--- src/rtl/pct_pkg.sv ---
package pct_pkg;
  typedef enum logic [1:0] {
    MEAS_FALL = 2'b00,
    MEAS_RISE = 2'b01,
    MEAS_BOTH = 2'b10,
    MEAS_NONE = 2'b11
  } meas_e;

  typedef enum logic [1:0] {
    SRC_BASE  = 2'b00,
    SRC_DIV8  = 2'b01,
    SRC_DIV32 = 2'b10,
    SRC_SUB   = 2'b11
  } src_e;

  localparam int unsigned FLAG_BIT = 7;
endpackage

--- src/rtl/pct_tick_mux.sv ---
module pct_tick_mux
  import pct_pkg::*;
(
  input  src_e sel,
  input  logic tick_base,
  input  logic tick_div8,
  input  logic tick_div32,
  input  logic tick_sub,
  output logic tick
);
  logic [3:0] srcs;
  assign srcs = {tick_sub, tick_div32, tick_div8, tick_base};
  assign tick = srcs[sel];
endmodule

--- src/rtl/pct_edge_sense.sv ---
module pct_edge_sense
  import pct_pkg::*;
#(
  parameter int unsigned SYNC_STAGES = 2
) (
  input  logic  clk,
  input  logic  rst_n,
  input  logic  pulse_in,
  input  logic  tick,
  input  logic  start,
  input  meas_e meas,
  output logic  hit
);
  logic [SYNC_STAGES-1:0] sync_q;
  logic lvl, samp_q, rise, fall;

  generate
    if (SYNC_STAGES == 1) begin : g_one
      always_ff @(posedge clk or negedge rst_n)
        if (!rst_n) sync_q <= '0;
        else        sync_q <= pulse_in;
    end else begin : g_chain
      always_ff @(posedge clk or negedge rst_n)
        if (!rst_n) sync_q <= '0;
        else        sync_q <= {sync_q[SYNC_STAGES-2:0], pulse_in};
    end
  endgenerate

  assign lvl = sync_q[SYNC_STAGES-1];

  // Track the level freely while stopped; sample only on ticks while running.
  always_ff @(posedge clk or negedge rst_n)
    if (!rst_n)              samp_q <= 1'b0;
    else if (tick || !start) samp_q <= lvl;

  assign rise = lvl & ~samp_q;
  assign fall = ~lvl & samp_q;

  always_comb begin
    hit = 1'b0;
    if (tick && start) begin
      unique case (meas)
        MEAS_FALL: hit = fall;
        MEAS_RISE: hit = rise;
        MEAS_BOTH: hit = rise | fall;
        default:   hit = 1'b0;
      endcase
    end
  end

  // between ticks while running, the sampled level stays put
  p_hold_between_ticks_r12: assert property (@(posedge clk) disable iff (!rst_n)
    (start && !tick) |=> $stable(samp_q));
endmodule

--- src/rtl/pct_count_core.sv ---
module pct_count_core #(
  parameter int unsigned CW = 16
) (
  input  logic          clk,
  input  logic          rst_n,
  input  logic          tick,
  input  logic          start,
  input  logic          hit,
  output logic [CW-1:0] cap_q,
  output logic          cap_stb,
  output logic          wrap
);
  localparam logic [CW-1:0] CNT_MAX = '1;
  logic [CW-1:0] cnt_q;

  always_ff @(posedge clk or negedge rst_n)
    if (!rst_n) begin
      cnt_q   <= '0;
      cap_q   <= '0;
      cap_stb <= 1'b0;
    end else begin
      cap_stb <= start && tick && hit;
      if (!start) begin
        cnt_q <= '0;
      end else if (tick) begin
        if (hit) begin
          cap_q <= cnt_q + 1'b1;
          cnt_q <= '0;
        end else begin
          cnt_q <= cnt_q + 1'b1;
        end
      end
    end

  assign wrap = start && tick && !hit && (cnt_q == CNT_MAX);

  // a stopped timer sits at zero
  p_idle_zero_r9: assert property (@(posedge clk) disable iff (!rst_n)
    !start |=> (cnt_q == '0));
  // every strobe coincides with a freshly restarted counter
  p_restart_on_cap_r8: assert property (@(posedge clk) disable iff (!rst_n)
    cap_stb |-> (cnt_q == '0));
  // the capture register changes only with a strobe
  p_cap_only_on_stb_r8: assert property (@(posedge clk) disable iff (!rst_n)
    !cap_stb |-> $stable(cap_q));
endmodule

--- src/rtl/pct_ovf_flag.sv ---
module pct_ovf_flag (
  input  logic clk,
  input  logic rst_n,
  input  logic wrap,
  input  logic tick_live,
  input  logic clr_req,
  output logic flag
);
  logic armed_q, clr_ok;

  assign clr_ok = clr_req && flag && (armed_q || tick_live);

  always_ff @(posedge clk or negedge rst_n)
    if (!rst_n) begin
      flag    <= 1'b0;
      armed_q <= 1'b0;
    end else begin
      if (wrap) begin
        flag    <= 1'b1;
        armed_q <= 1'b0;
      end else if (clr_ok) begin
        flag    <= 1'b0;
        armed_q <= 1'b0;
      end else if (flag && tick_live) begin
        armed_q <= 1'b1;
      end
    end

  // a write before the first tick after the set leaves the flag up
  p_early_write_keeps_r11: assert property (@(posedge clk) disable iff (!rst_n)
    (flag && !armed_q && !tick_live) |=> flag);
  // only a wrap raises the flag
  p_no_sw_set_r10: assert property (@(posedge clk) disable iff (!rst_n)
    (!flag && !wrap) |=> !flag);
  // a wrap always leaves the flag set
  p_wrap_sets_r10: assert property (@(posedge clk) disable iff (!rst_n)
    wrap |=> flag);
endmodule

--- src/rtl/pulse_capture_timer.sv ---
module pulse_capture_timer
  import pct_pkg::*;
#(
  parameter int unsigned CW          = 16,
  parameter int unsigned SYNC_STAGES = 2
) (
  input  logic          clk,
  input  logic          rst_n,
  input  logic          pulse_in,
  input  logic          tick_base,
  input  logic          tick_div8,
  input  logic          tick_div32,
  input  logic          tick_sub,
  input  logic          start,
  input  logic          reg_addr,
  input  logic          reg_wr,
  input  logic [3:0]    reg_wdata,
  output logic [CW-1:0] reg_rdata,
  output logic          cap_irq
);
  localparam int unsigned MODE_W = FLAG_BIT + 1;

  meas_e         meas_q;
  src_e          src_q;
  logic          tick, hit, wrap, flag, mode_wr;
  logic [CW-1:0] cap_q;
  logic [MODE_W-1:0] mode_view;

  assign mode_wr = reg_wr && (reg_addr == 1'b0);

  always_ff @(posedge clk or negedge rst_n)
    if (!rst_n) begin
      meas_q <= MEAS_FALL;
      src_q  <= SRC_BASE;
    end else if (mode_wr) begin
      meas_q <= meas_e'(reg_wdata[1:0]);
      src_q  <= src_e'(reg_wdata[3:2]);
    end

  pct_tick_mux u_tick (
    .sel(src_q), .tick_base(tick_base), .tick_div8(tick_div8),
    .tick_div32(tick_div32), .tick_sub(tick_sub), .tick(tick)
  );

  pct_edge_sense #(.SYNC_STAGES(SYNC_STAGES)) u_edge (
    .clk(clk), .rst_n(rst_n), .pulse_in(pulse_in), .tick(tick),
    .start(start), .meas(meas_q), .hit(hit)
  );

  pct_count_core #(.CW(CW)) u_core (
    .clk(clk), .rst_n(rst_n), .tick(tick), .start(start), .hit(hit),
    .cap_q(cap_q), .cap_stb(cap_irq), .wrap(wrap)
  );

  pct_ovf_flag u_ovf (
    .clk(clk), .rst_n(rst_n), .wrap(wrap), .tick_live(tick && start),
    .clr_req(mode_wr && start), .flag(flag)
  );

  always_comb begin
    mode_view           = '0;
    mode_view[1:0]      = meas_q;
    mode_view[3:2]      = src_q;
    mode_view[FLAG_BIT] = flag;
  end

  assign reg_rdata = reg_addr ? cap_q : CW'(mode_view);

  // the reserved select never yields a strobe
  p_reserved_silent_r6: assert property (@(posedge clk) disable iff (!rst_n)
    cap_irq |-> ($past(meas_q) != MEAS_NONE));
  // no strobe follows a cycle in which the timer was stopped
  p_stopped_silent_r9: assert property (@(posedge clk) disable iff (!rst_n)
    cap_irq |-> $past(start));
endmodule

--- config.mk ---
export PLATFORM = sky130hd
export DESIGN_NAME = pulse_capture_timer
export DESIGN_NICKNAME = d
export VERILOG_FILES = /design/src/rtl/pct_pkg.sv /design/src/rtl/pct_tick_mux.sv /design/src/rtl/pct_edge_sense.sv /design/src/rtl/pct_count_core.sv /design/src/rtl/pct_ovf_flag.sv /design/src/rtl/pulse_capture_timer.sv
export SDC_FILE = /design/constraint.sdc
export NUM_CORES = 1
export LEC_CHECK = 0
export ABC_AREA = 1
export CELL_PAD_IN_SITES_DETAIL_PLACEMENT = 1
export CELL_PAD_IN_SITES_GLOBAL_PLACEMENT = 1
export CORE_MARGIN = 3
export CORE_UTILIZATION = 30
export DETAILED_ROUTE_END_ITERATION = 12
export MAX_ROUTING_LAYER = met4
export PLACE_DENSITY = 0.65
export SYNTH_ARGS = -nofsm -noshare
export SYNTH_HDL_FRONTEND = slang
export SYNTH_SLANG_ARGS = --single-unit
--- constraint.sdc ---
create_clock -name clk -period 1.6 [get_ports clk]
set_input_delay 0.16 -clock clk [delete_from_list [all_inputs] [get_ports clk]]
set_output_delay 0.16 -clock clk [all_outputs]
set_load 0.05 [all_outputs]
* Word level (Yosys, flattened, before mapping)
Index checks and enable logic that the tools add are counted.
Word-level totals: register bits 42, input port bits 14, output and inout port bits 17, logic and storage cells 51
Cells by class: add/sub/neg operators 1, order comparisons 1, equality and inequality tests 4, multiplexer cells 13, bitwise gates (word level) 6, reductions and logical operators 17
Operator list (count):
- 16-bit 2-to-1 mux | 4
- 16-bit by 1-bit adder with 16-bit output, second input constant | 1
- 16-bit equality test, second input constant | 1
- 1-bit logical AND | 9
- 1-bit 2-to-1 mux | 7
- 2-bit by 3-bit < comparator with 1-bit output, second input constant | 1
- 1-bit NOT | 3
- 1-bit case mux with 3 select lines | 1
- 3-bit AND reduction | 1
- 3-bit nonzero test | 1
- 1-bit AND | 2
- 1-bit binary-select mux with 2-bit select | 1
- 2-bit by 1-bit equality test with 1-bit output, second input constant | 1
- 2-bit equality test, second input constant | 1
- 1-bit logical NOT | 2
- 2-bit logical NOT | 1
- 1-bit logical OR | 2
- 2-bit by 1-bit inequality test with 1-bit output, second input constant | 1
- 2-bit nonzero test | 1
- 1-bit OR | 1

* Longest topological paths before layout
depth in word-level cells 9, depth in mapped cells 10, depth with buffers taken out 10

* Cells and area by module
From an unflattened synthesis, not the netlist that was laid out.
Unflattened totals: cell total of the unflattened synthesis 307, area, all modules 2277.2 sq um
Modules (own cells, without submodules):
- pct_count_core | instances 1, cells each 197, area each 1601.5 sq um, seq. area each 825.8 sq um
- pulse_capture_timer | instances 1, cells each 61, area each 355.3 sq um, seq. area each 100.1 sq um
- pct_edge_sense | instances 1, cells each 21, area each 166.4 sq um, seq. area each 75.1 sq um
- pct_ovf_flag | instances 1, cells each 15, area each 102.6 sq um, seq. area each 50.0 sq um
- pct_tick_mux | instances 1, cells each 13, area each 51.3 sq um, seq. area each 0.0 sq um

* Least setup slack after synthesis
Ideal clock, no wire load.
path kind register to output, start point register src_q[1], end point output reg_rdata[3], arrival time 1.498 ns, data required time 1.440 ns, slack -0.058 ns, cell stages (with the launch flop) 3, buffers on the path 0, path through dfrtp_1 -> inv_1 -> o21ai_0
On the way: word-level cells in the longest chain between the ends 1
RTL lines:
- from (decl) | line pulse_capture_timer.sv:24 | src_e src_q;
- from (signal assigned) | line pulse_capture_timer.sv:37 | src_q <= src_e'(reg_wdata[3:2]);
- 16-bit 2-to-1 mux | line pulse_capture_timer.sv:67 | assign reg_rdata = reg_addr ? cap_q : CW'(mode_view);
- to (decl) | line pulse_capture_timer.sv:18 | output logic [CW-1:0] reg_rdata,
Every way passes these cells.

* Worst setup path in the final report
start point register u_edge.samp_q, end point register u_core.cap_q[2]
On the way: word-level cells in the longest chain between the ends 6, elaborated cells between the ends (all ways) 7, those cells by class mux: 2; bitwise: 4; reduce/logical: 1
RTL lines:
- from (decl) | line pct_edge_sense.sv:15 | logic lvl, samp_q, rise, fall;
- from (signal assigned) | line pct_edge_sense.sv:34 | else if (tick || !start) samp_q <= lvl;
- 1-bit NOT | line pct_edge_sense.sv:36 | assign rise = lvl & ~samp_q;
- 1-bit AND | line pct_edge_sense.sv:36
- 1-bit OR | line pct_edge_sense.sv:45 | MEAS_BOTH: hit = rise | fall;
- 1-bit case mux with 3 select lines * | line pct_edge_sense.sv:42 | unique case (meas)
- 1-bit 2-to-1 mux * | line pct_edge_sense.sv:41 | if (tick && start) begin
- 3-bit AND reduction (no source line) *
- to (signal assigned) | line pct_count_core.sv:27 | cap_q <= cnt_q + 1'b1;
- to (decl) | line pct_count_core.sv:9 | output logic [CW-1:0] cap_q,
Mark *: on every way between the ends. The rest lies on a longest branch, timed or not. A chain may end at the register's enable or synchronous reset.

==> metrics.md <==
| Metric | Value |
|---|---|
| Status | finished, final reports clean |
| Fin nets | 343 |
| R2R Setup Slk | 0.11 ns |
| Reg-to-reg startpoint | u_edge.samp_q$_DFFE_PN0P_ |
| Crit. End Element | flip-flop |
| RSZ-0062 raised after global routing | no |
| Post-route cell area | 3014 sq um |
| Sum Neg Setup Slack | 0 ns |
| Fraction of registers with async set/reset | between 90% and 100% |
| Crit path max fanout | 22 |
| # H-tree levels | 2 |
| Clock sinks | 42 |
| Area contributors post-synth | dfrtp_1 48%, nand2_1 19%, inv_1 4.9% |
| Synth top area share | 47.54% |
| Vias in the first global route | 2004 |
| Count of flip-flops with a built-in enable after synthesis | 0 |
| Reg-to-reg endpoint | u_core.cap_q[2]$_DFFE_PN0P_ |
| Clk_skew | 0.01335 ns |
| Setup-failing EPs final | 0 |
| Slowest stage delay, CP | 0.36 ns |
| Mapped Area | ~2200 sq um |
| Worst-path clk slew | 0.08 ns |
| Largest net degree at the start of global routing | 43 |
| Maxcap violations | 0 |
| Vias/cell | 4.506 |
| Top FF cell, synth | dfrtp_1 |
| Die area | ~8400 sq um |
| DIE HEIGHT | 91.85 um |
| FF+latch area | 1051 sq um |
| Slew HR | 75.02% |
| Hold crit path type | in -> reg |
| Clk_lat worst skew | 0.30 ns |
| FILL cells | 869 |
| GPL Wtd Cong | 0.7723 |
| Multi-input gate area | 1031 sq um |
| Vias | 1906 |
| Reg2reg path depth | 8 |
| Syn_nets | 298 |
| DRT antenna net count | 0 |
| Initial antenna violation count | 0 |
| Worst slack, placed | -0.06517 ns |
| Synth Instances | around 280 |
| Cell at the root of the clock tree | clkbuf_8 |
| CORE AREA | 6982 sq um |
| XOR/XNOR Fraction of Synth Area | 4.301% |
| Commonest cells in the synthesized netlist | 114 x nand2_1, 42 x dfrtp_1, 29 x inv_1 |
| Hold path cells | 1 |
| Layout cells sized above 1 | between 10% and 20% |
| CTS Buf Count | 5 |
| CP cell instances | inv_1, ha_1, nand2_1, nand3_2, inv_4, nand2_8, buf_4, o21ai_2 |
| Fmax | 670.7 MHz |
| Hold slack | between 0.2 and 0.3 ns |
| Routed length per placed instance | approximately 14 um |
| Clk buf depth | 2 |
| Final hold violation count | 0 |
| Hpwl dp | around 4600 um |
| Post-Synth Adder-Cell Area | 1.698% |
| CP max-delay cell | dfrtp_1 |
| Cell leakage power | 1.457 nW |
| Row cnt | 30 |
| DRC | 0 |
| Startpoint class of the critical path | flip-flop |
| Minimum clock period | ~1.5 ns |
| Main combinational cell family by area after synthesis | simple AND/OR/NAND/NOR gates |
| GRT Overall Usage | 15.68% |
| CP top delay family | flip-flops |
| Fin worst setup slack | between 0.1 and 0.15 ns |
| Post-Synth Simple-Gate Area | 31.75% |
| Synth unique cells | 27 |
| Avg Inst Size Synth | 7.868 sq um |
| Initial Utilization | around a third |
| PwrDens | roughly 850 nW/um^2 |
| Flops & latches, synth | 42 |
| Peak supply drop | 0.2885 mV |
| DRT iter0 DRCs | 58 |
| Total Routed Length | 5933 um |
| Area of placed instances | 2861 sq um |
| Multiplexer area fraction after synthesis | 0% |
| Slew @ Worst Pin | 0.3721 ns |
| Count leader, synth | nand2_1 |
| IO Count | 31 |
| Post-synthesis compound-gate area fraction | 7.697% |
| # diodes | 0 |
| DR pass1 iterations | 4 |
| Critical path class | reg -> reg |
| Crit path required time | 1.82 ns |
| Max-slew violations | 0 |
| Worst Setup EP | u_core.cap_q[2]$_DFFE_PN0P_ |
| Port buffer count | 30 |
| Grt ovf | 0 |
| Register area share after synthesis | 47.54% |
| Die width | 91.85 um |
| Area added between synthesis and finish | 36.33% |
| First-pass GRT wire length | ~10000 um |
| Worst Setup SP | u_edge.samp_q$_DFFE_PN0P_ |
| WP depth | 8 |
| CTS tree | yes |
| Syn. warnings | 0 |
| Tcrit/Tclk final | 93.18% |
| WP data arrival | roughly 1.7 ns |
| Yosys top cell by area | dfrtp_1 |
| Buf/Inv on CP | 3 |
per-stage QoR:
step	power (mW)	util, %	cells
global route	2.673	43.17	423
detailed placement	1.703	40.99	414
global placement	1.692	40.99	414
floorplan	1.446	-	281
CTS	2.576	42.83	423
finish	2.550	43.17	423
final cells by class:
class                           instances  area share, %
Tap cell                               96          3.985
Sequential cell                        42          34.87
Inverter                               33          4.359
Timing Repair Buffer                   42          18.93
Clock buffer                            6          2.408
Multi-Input combinational cell        202          34.21
Clock inverter                          2          1.245
timing repair:
item	CTS	global route
hold buffers	1	0
setup endpoints to repair	12	17
gates resized for setup	2	7
setup buffers	0	0
hold endpoints to repair	42	0
pin swaps	0	0
worst min path at each step:
stage	startpoint	endpoint	slack (ns)
final	pulse_in	u_edge.sync_q[0]$_DFF_PN0_	0.30
after global placement	rst_n	u_core.cap_q[12]$_DFFE_PN0P_	0.16
after global routing	pulse_in	u_edge.sync_q[0]$_DFF_PN0_	0.29
after CTS	pulse_in	u_edge.sync_q[0]$_DFF_PN0_	0.29
after detailed placement	rst_n	u_core.cap_q[12]$_DFFE_PN0P_	0.16
after floorplan	rst_n	meas_q[0]$_DFFE_PN0N_	-0.14
state kept, by name (all words and copies together), names as in the netlist:
signal,count
meas_q,2
src_q,2
u_core.cap_q,16
u_core.cap_stb,1
u_core.cnt_q,16
u_edge.samp_q,1
u_edge.sync_q,2
u_ovf.armed_q,1
u_ovf.flag,1
layout by cell type (no fill, tap or decap), types with 2 or more instances in the layout:
master,n
nand2_1,114
dfrtp_1,42
inv_1,28
buf_12,18
nor2_1,16
clkdlybuf4s50_1,12
o21ai_1,11
buf_4,10
nand3_1,8
o21ai_2,6
nor2_4,5
a21oi_1,5
xor2_1,5
o21ai_0,5
clkbuf_8,5
nand3_2,4
nand2_2,4
inv_2,3
xnor2_1,3
nand4_1,3
ha_1,3
nand3b_1,2
o22ai_1,2
xnor2_2,2
cell families (layout without fill, tap and decap cells):
kind of cell               Yosys count  in the layout
AOI/OAI and AO/OA                   29             29
and+or+nand+nor                    160            160
buffers and inverters               37             83
xor gates and xnor gates            10             10
adders and majority gates            3              3
DFF                                 42             42
power breakdown:
part           internal, mW  total, mW  switching, mW
clock network         0.466      0.859          0.393
logic                 0.218      0.539          0.321
registers              1.11       1.15         0.0375
total                  1.80       2.55          0.751
per-layer routing:
| layer | vias to the layer above | part of all wire, % | global-route usage (%) |
|---|---|---|---|
| met4 | 0 | 1.2 | 4.084 |
| li1 | 956 | - | - |
| met5 | - | 0 | - |
| met1 | 925 | 50 | 20.80 |
| met2 | 20 | 47 | 24.82 |
| met3 | 5 | 1.8 | 2.871 |
Note: power is estimated with default switching activity, not from simulation.
